[src/rtl/cptrap_pkg.sv]
package cptrap_pkg;
   typedef enum logic [1:0] {
      PM_USR = 2'b00,
      PM_KRN = 2'b01,
      PM_HYP = 2'b10,
      PM_MON = 2'b11
   } pmode_e;

   localparam int unsigned NTRAP   = 4;
   localparam int unsigned TI_ACR  = 0;
   localparam int unsigned TI_SIMD = 1;
   localparam int unsigned TI_CP10 = 2;
   localparam int unsigned TI_CP11 = 3;
endpackage

[src/rtl/cptrap_gate.sv]
module cptrap_gate
   import cptrap_pkg::*;
(
   input  logic       req,
   input  logic       wr,
   input  logic [1:0] mode,
   input  logic       ns,
   output logic       rd_ok,
   output logic       wr_ok,
   output logic       undef,
   output logic       ns_view,
   output logic       lower_ns
);
   logic allowed;

   always_comb begin
      allowed  = (mode == PM_HYP) || ((mode == PM_MON) && ns);
      rd_ok    = req && allowed;
      wr_ok    = req && allowed && wr;
      undef    = req && !allowed;
      // hypervisor code is always non-secure; monitor sees the stored copy
      ns_view  = (mode == PM_HYP);
      lower_ns = ns && ((mode == PM_USR) || (mode == PM_KRN));
   end
endmodule

[src/rtl/cptrap_fieldbit.sv]
module cptrap_fieldbit (
   input  logic clk,
   input  logic rst_n,
   input  logic wr_en,
   input  logic wdata_bit,
   input  logic force_strap,
   input  logic force_sec,
   input  logic ns_view,
   output logic rd_bit,
   output logic trap_bit,
   output logic stored_q
);
   logic pinned_now;

   always_comb begin
      pinned_now = force_strap || (force_sec && ns_view);
      rd_bit     = stored_q || pinned_now;
      trap_bit   = stored_q || force_strap || force_sec;
   end

   always_ff @(posedge clk or negedge rst_n) begin
      if (!rst_n)                   stored_q <= 1'b0;
      else if (wr_en && !pinned_now) stored_q <= wdata_bit;
   end

   // an unpinned write lands on the next cycle
   a_r2_write_lands: assert property (@(posedge clk) disable iff (!rst_n)
      (wr_en && !pinned_now) |=> (stored_q == $past(wdata_bit)));
   // a pinned write leaves the stored bit alone
   a_r4_pinned_write_ignored: assert property (@(posedge clk) disable iff (!rst_n)
      (wr_en && pinned_now) |=> $stable(stored_q));
endmodule

[src/rtl/cptrap_decide.sv]
module cptrap_decide
   import cptrap_pkg::*;
(
   input  logic             lower_ns,
   input  logic [NTRAP-1:0] use_req,
   input  logic [NTRAP-1:0] eff,
   output logic [NTRAP-1:0] trap
);
   for (genvar i = 0; i < NTRAP; i++) begin : g_cls
      if (i == TI_SIMD) begin : g_simd
         assign trap[i] = lower_ns && use_req[i] &&
                          (eff[i] || (eff[TI_CP10] && eff[TI_CP11]));
      end else begin : g_plain
         assign trap[i] = lower_ns && use_req[i] && eff[i];
      end
   end
endmodule

[src/rtl/cptrap_reg.sv]
module cptrap_reg
   import cptrap_pkg::*;
#(
   parameter int unsigned           DATA_W    = 32,
   parameter int unsigned           POS_ACR   = 31,
   parameter int unsigned           POS_SIMD  = 15,
   parameter int unsigned           POS_CP11  = 11,
   parameter int unsigned           POS_CP10  = 10,
   parameter logic [DATA_W-1:0]     ONES_MASK = 32'h0000_33FF
) (
   input  logic              clk,
   input  logic              rst_n,
   input  logic [1:0]        cur_mode,
   input  logic              cur_ns,
   input  logic              acc_req,
   input  logic              acc_wr,
   input  logic [DATA_W-1:0] acc_wdata,
   output logic [DATA_W-1:0] acc_rdata,
   output logic              acc_undef,
   input  logic              fp_present,
   input  logic              simd_present,
   input  logic              sec_dis_simd,
   input  logic              sec_dis_cp10,
   input  logic              sec_dis_cp11,
   input  logic              use_acr,
   input  logic              use_simd,
   input  logic              use_cp10,
   input  logic              use_cp11,
   output logic              trap_acr,
   output logic              trap_simd,
   output logic              trap_cp10,
   output logic              trap_cp11
);
   localparam int unsigned POS_W = $clog2(DATA_W);

   function automatic int unsigned pos_of(int unsigned idx);
      case (idx)
         TI_ACR:  return POS_ACR;
         TI_SIMD: return POS_SIMD;
         TI_CP10: return POS_CP10;
         default: return POS_CP11;
      endcase
   endfunction

   if (POS_ACR >= DATA_W || POS_SIMD >= DATA_W || POS_CP10 >= DATA_W || POS_CP11 >= DATA_W)
   begin : g_bad_pos
      $error("cptrap_reg: trap bit position outside register");
   end
   if (POS_W < 1) begin : g_bad_w
      $error("cptrap_reg: register too narrow");
   end

   logic rd_ok, wr_ok, ns_view, lower_ns;

   cptrap_gate i_gate (
      .req      (acc_req),
      .wr       (acc_wr),
      .mode     (cur_mode),
      .ns       (cur_ns),
      .rd_ok    (rd_ok),
      .wr_ok    (wr_ok),
      .undef    (acc_undef),
      .ns_view  (ns_view),
      .lower_ns (lower_ns)
   );

   logic [NTRAP-1:0] f_strap, f_sec, rd_bits, trap_bits, stored, use_req, trap_vec;
   logic             no_fpu;

   assign no_fpu = !fp_present && !simd_present;

   always_comb begin
      f_strap          = '0;
      f_strap[TI_SIMD] = !simd_present;
      f_strap[TI_CP10] = no_fpu;
      f_strap[TI_CP11] = no_fpu;
      f_sec            = '0;
      f_sec[TI_SIMD]   = sec_dis_simd;
      f_sec[TI_CP10]   = sec_dis_cp10;
      f_sec[TI_CP11]   = sec_dis_cp11;
   end

   for (genvar i = 0; i < NTRAP; i++) begin : g_bit
      cptrap_fieldbit i_fb (
         .clk         (clk),
         .rst_n       (rst_n),
         .wr_en       (wr_ok),
         .wdata_bit   (acc_wdata[pos_of(i)]),
         .force_strap (f_strap[i]),
         .force_sec   (f_sec[i]),
         .ns_view     (ns_view),
         .rd_bit      (rd_bits[i]),
         .trap_bit    (trap_bits[i]),
         .stored_q    (stored[i])
      );
   end

   logic [DATA_W-1:0] word;
   always_comb begin
      word = ONES_MASK;
      for (int i = 0; i < NTRAP; i++) word[pos_of(i)] = rd_bits[i];
   end
   assign acc_rdata = rd_ok ? word : '0;

   assign use_req = {use_cp11, use_cp10, use_simd, use_acr};

   cptrap_decide i_dec (
      .lower_ns (lower_ns),
      .use_req  (use_req),
      .eff      (trap_bits),
      .trap     (trap_vec)
   );

   assign trap_acr  = trap_vec[TI_ACR];
   assign trap_simd = trap_vec[TI_SIMD];
   assign trap_cp10 = trap_vec[TI_CP10];
   assign trap_cp11 = trap_vec[TI_CP11];

   // refused access keeps state and returns zero
   a_r3_refused_keeps_state: assert property (@(posedge clk) disable iff (!rst_n)
      acc_undef |=> $stable(stored));
   a_r3_refused_reads_zero: assert property (@(posedge clk) disable iff (!rst_n)
      acc_undef |-> (acc_rdata == '0));
   // nothing traps outside non-secure user/kernel
   a_r7_quiet_outside_lower: assert property (@(posedge clk) disable iff (!rst_n)
      !(cur_ns && (cur_mode == PM_USR || cur_mode == PM_KRN)) |-> (trap_vec == '0));
   // coprocessor pair forces SIMD trap
   a_r8_pair_forces_simd: assert property (@(posedge clk) disable iff (!rst_n)
      (lower_ns && use_simd && trap_bits[TI_CP10] && trap_bits[TI_CP11]) |-> trap_simd);
endmodule

[config.mk]
export PLATFORM = sky130hd
export DESIGN_NAME = cptrap_reg
export DESIGN_NICKNAME = d
export VERILOG_FILES = /design/src/rtl/cptrap_pkg.sv /design/src/rtl/cptrap_gate.sv /design/src/rtl/cptrap_fieldbit.sv /design/src/rtl/cptrap_decide.sv /design/src/rtl/cptrap_reg.sv
export SDC_FILE = /design/constraint.sdc
export NUM_CORES = 1
export LEC_CHECK = 0
export ABC_AREA = 1
export BUFFER_PORTS_ARGS = -buffer_cell sky130_fd_sc_hd__buf_4
export CORE_MARGIN = 5
export CORE_UTILIZATION = 32
export DETAILED_ROUTE_END_ITERATION = 16
export PLACE_DENSITY = 0.83
export SLEW_MARGIN = 20
export SYNTH_ARGS = -nofsm -noshare
export SYNTH_HDL_FRONTEND = slang
export SYNTH_SLANG_ARGS = --single-unit
[constraint.sdc]
create_clock -name clk -period 1.9 [get_ports clk]
set_clock_uncertainty 0.15 [all_clocks]
set_input_delay 0.285 -clock clk [delete_from_list [all_inputs] [get_ports clk]]
set_output_delay 0.285 -clock clk [all_outputs]
set_load 0.02 [all_outputs]
==> results.md <==
- Fraction of layout cells with a size suffix above 1: approximately two fifths
- Residual DRC: 0
- Max clock buf depth: 2
- CORE AREA: between 1500 and 2000 um2
- Starting Density: 33.8%
- Top Registers: g_bit.i_fb.stored_q: 4 flops
- R2R Setup Slk: about 1.1 ns
- # IOs: between 80 and 90
- Max reg flops: 4
- Nets: between 150 and 200
- Worst R2R Start: g_bit[3].i_fb.stored_q
- Crit-path cells: buf_4 -> inv_1 -> nand2_1 -> nand2_2 -> nand2_1 -> inv_2 -> o21ai_0 -> inv_1 -> buf_4
- Synth Instances: just over 90
- Min Tclk post-route: about 1.6 ns
- Area leader, netlist: buf_4
- Synth cell count leaders: 28 x buf_4, 20 x nand2_1, 15 x inv_1, 8 x nor2_1
- Clock sink total: 4
- First-pass GRT wire length: approximately 1.9 mm
- Finished Cell Area: ~800 um2
- Vert. Die Dim: approximately 53 um
- Antenna Violating Nets Remaining: 0
- Mapped Avg Cell Area: roughly 6.3 um2
- Worst Path Max Fanout: 15
- Final GP Congestion: 0.787
- Slowest CP cell: inv_2
- Prevailing post-synth register cell: dfrtp_1
- Wire per inst: roughly 9 um
- GRT Residual Overflow: 0
- Worst EP arrival: 1.21 ns
- TritonCTS clock tree: yes
- Register name with the most flops: g_bit.i_fb.stored_q
- First DRT Iteration DRCs: 7
- Worst slack at placement: between 0.2 and 0.25 ns
- Clk pwr share: between 20% and 30%
- Max Fclk: slightly above 600 MHz
- Synthesized cell area: 589 um2
- Sw Share: between 30% and 40%
- Startpoint types: input port
- Via count: around 550
- Final wirelength: 1.31 mm
- Ys async rst share: between 90% and 100%
- Vias/cell: 3.66
- Post-synth EDFFs: 0
- Slowest stage delay, CP: between 0.15 and 0.2 ns
- Row Count: 15
- Die X: between 50 and 60 um
- Post_cts resized: 0
- Max_cap viols: 0
- Hold depth: 3
- Share of total power in sequential cells: 25.7%
- Final setup vio count: 0
- Worst hold endpoint: g_bit[2].i_fb.stored_q
- Gate power share: 50.6%
- Layout area overhead: 35.7%
- Status: finished clean
- Final Max Slew Viols: 0
- Clk_lat worst skew: roughly 0.23 ns
- H-Tree Depth: 1
- Area contributors post-synth: buf_4 36%, dfrtp_1 17%, nand2_1 13%
- Largest net degree at the start of global routing: 16
- Clock slew at reported path FFs: around 0.040 ns
- Global Route Usage Sum: approximately a tenth
- CTS Buf Count: 3
- Critical path buffers and inverters: 5
- Synth top area share: a little over a third
- First-pass iteration count of the detailed router: 4
- Post-DP HPWL: around 1.2 mm
- Antenna diode count: 0
- Seq cells post-synth: 4
- Internal Pwr Total: ~0.00027 W
- Dominant cell by count in the synthesized netlist: buf_4
- Hold Violations, Final: 0
- Setup TNS: 0 ns
- Pwr dens: roughly 550 nW/um2
- Placement Cell Area: about 770 um2
- CP required: 1.46 ns
- Pleak: about 0.52 nW
- Final period util: between 80% and 90%
- Setup ws final: approximately 0.25 ns
- Hold Crit Class: input port to register
- Port Buffers: 40
- Synth cell types: 16
- CP Class: input port to output pin
- Net switching power figure: between 0.00015 and 0.0002 W
- HP Start: acc_wdata[10]
- Worst VDD drop: approximately 240 uV
- Worst R2R Path Depth: 3
- CTS root buf: clkbuf_4
- Register area share after synthesis: 17.0%
- Vias in the first global route: 469
- Antenna violations before repair: 0
- Power, Total: ~0.00044 W
- End of the worst register-to-register path: g_bit[3].i_fb.stored_q
- CP Capture Type: output pin
- Filler cells: about 170
- RSZ-0062 raised after global routing: no
- Yosys warns: 0
- Die Area: around 2800 um2
- CP top delay family: buffers and inverters
cells by family after synthesis:
group	count (synthesis)	synth area share (%)
buffers and inverters	44	45.9
other	1	0.636
DFF	4	17.0
AOI/OAI and AO/OA	8	8.70
and+or+nand+nor	36	27.8
layer usage:
metal  vias up  share of wire, %  global-route usage, %
met3         2                16                   3.10
met4         0               1.7                   6.38
met1       214                33                   9.29
li1        294                 -                      -
met5         -                 0                      0
met2        35                50                   16.3
area by class of cell:
type	count	area [um2]	area share, %
Multi-Input combinational cell	60	275	34.4
Tap cell	25	31.3	3.91
Inverter	16	60.1	7.51
Clock buffer	3	22.5	2.82
Sequential cell	4	100	12.5
Timing Repair Buffer	41	310	38.8
cell usage in the layout, fill, tap and decap left out:
cell type	n
inv_2	1
nand2_1	20
dfrtp_1	4
conb_1	16
o21ai_0	3
a21oi_2	1
clkbuf_4	3
nor2_2	1
a21oi_1	1
nand3_1	4
nor2_1	8
o21bai_1	3
nand2_2	1
dlygate4sd3_1	1
nand3_4	1
inv_1	15
or2_4	1
buf_4	40
power by group through the flow:
stage	clock, W	combinational [W]	sequential [W]
floorplan	0	0.000182	0.000114
global placement	0	0.000221	0.000115
detailed placement	0	0.000223	0.000115
CTS	0.000111	0.000226	0.000114
global route	0.000118	0.000247	0.000118
finish	0.000105	0.000224	0.000114
how the worst max path moves through the flow:
stage | end | from | cells after the start
2_1_floorplan | acc_rdata[10] | cur_mode[0] | 7
3_3_place_gp | acc_rdata[10] | cur_mode[0] | 9
3_5_place_dp | acc_rdata[15] | cur_mode[0] | 9
4_1_cts | acc_rdata[15] | cur_mode[0] | 9
5_1_grt | acc_rdata[15] | cur_mode[0] | 9
6_report | acc_rdata[10] | cur_mode[0] | 9
stage by stage:
stage	cells	util [%]	hold WS, ns
floorplan	108	-	-0.161
global placement	145	43.9	-0.0685
detailed placement	145	43.9	-0.0644
CTS	149	45.8	0.0931
global route	149	45.8	0.105
finish	149	45.8	0.101
what timing repair did:
action | CTS | global route
hold buffers | 1 | 0
setup buffers | 0 | 0
endpoints found under the hold margin | 4 | 0
worst register-to-register path, stage by stage, from the launching register on:
cell      delay, ns
dfrtp_1        0.36
inv_1          0.07
o21bai_1       0.10
nand2_1        0.06
(Power assumes the default switching activity.)
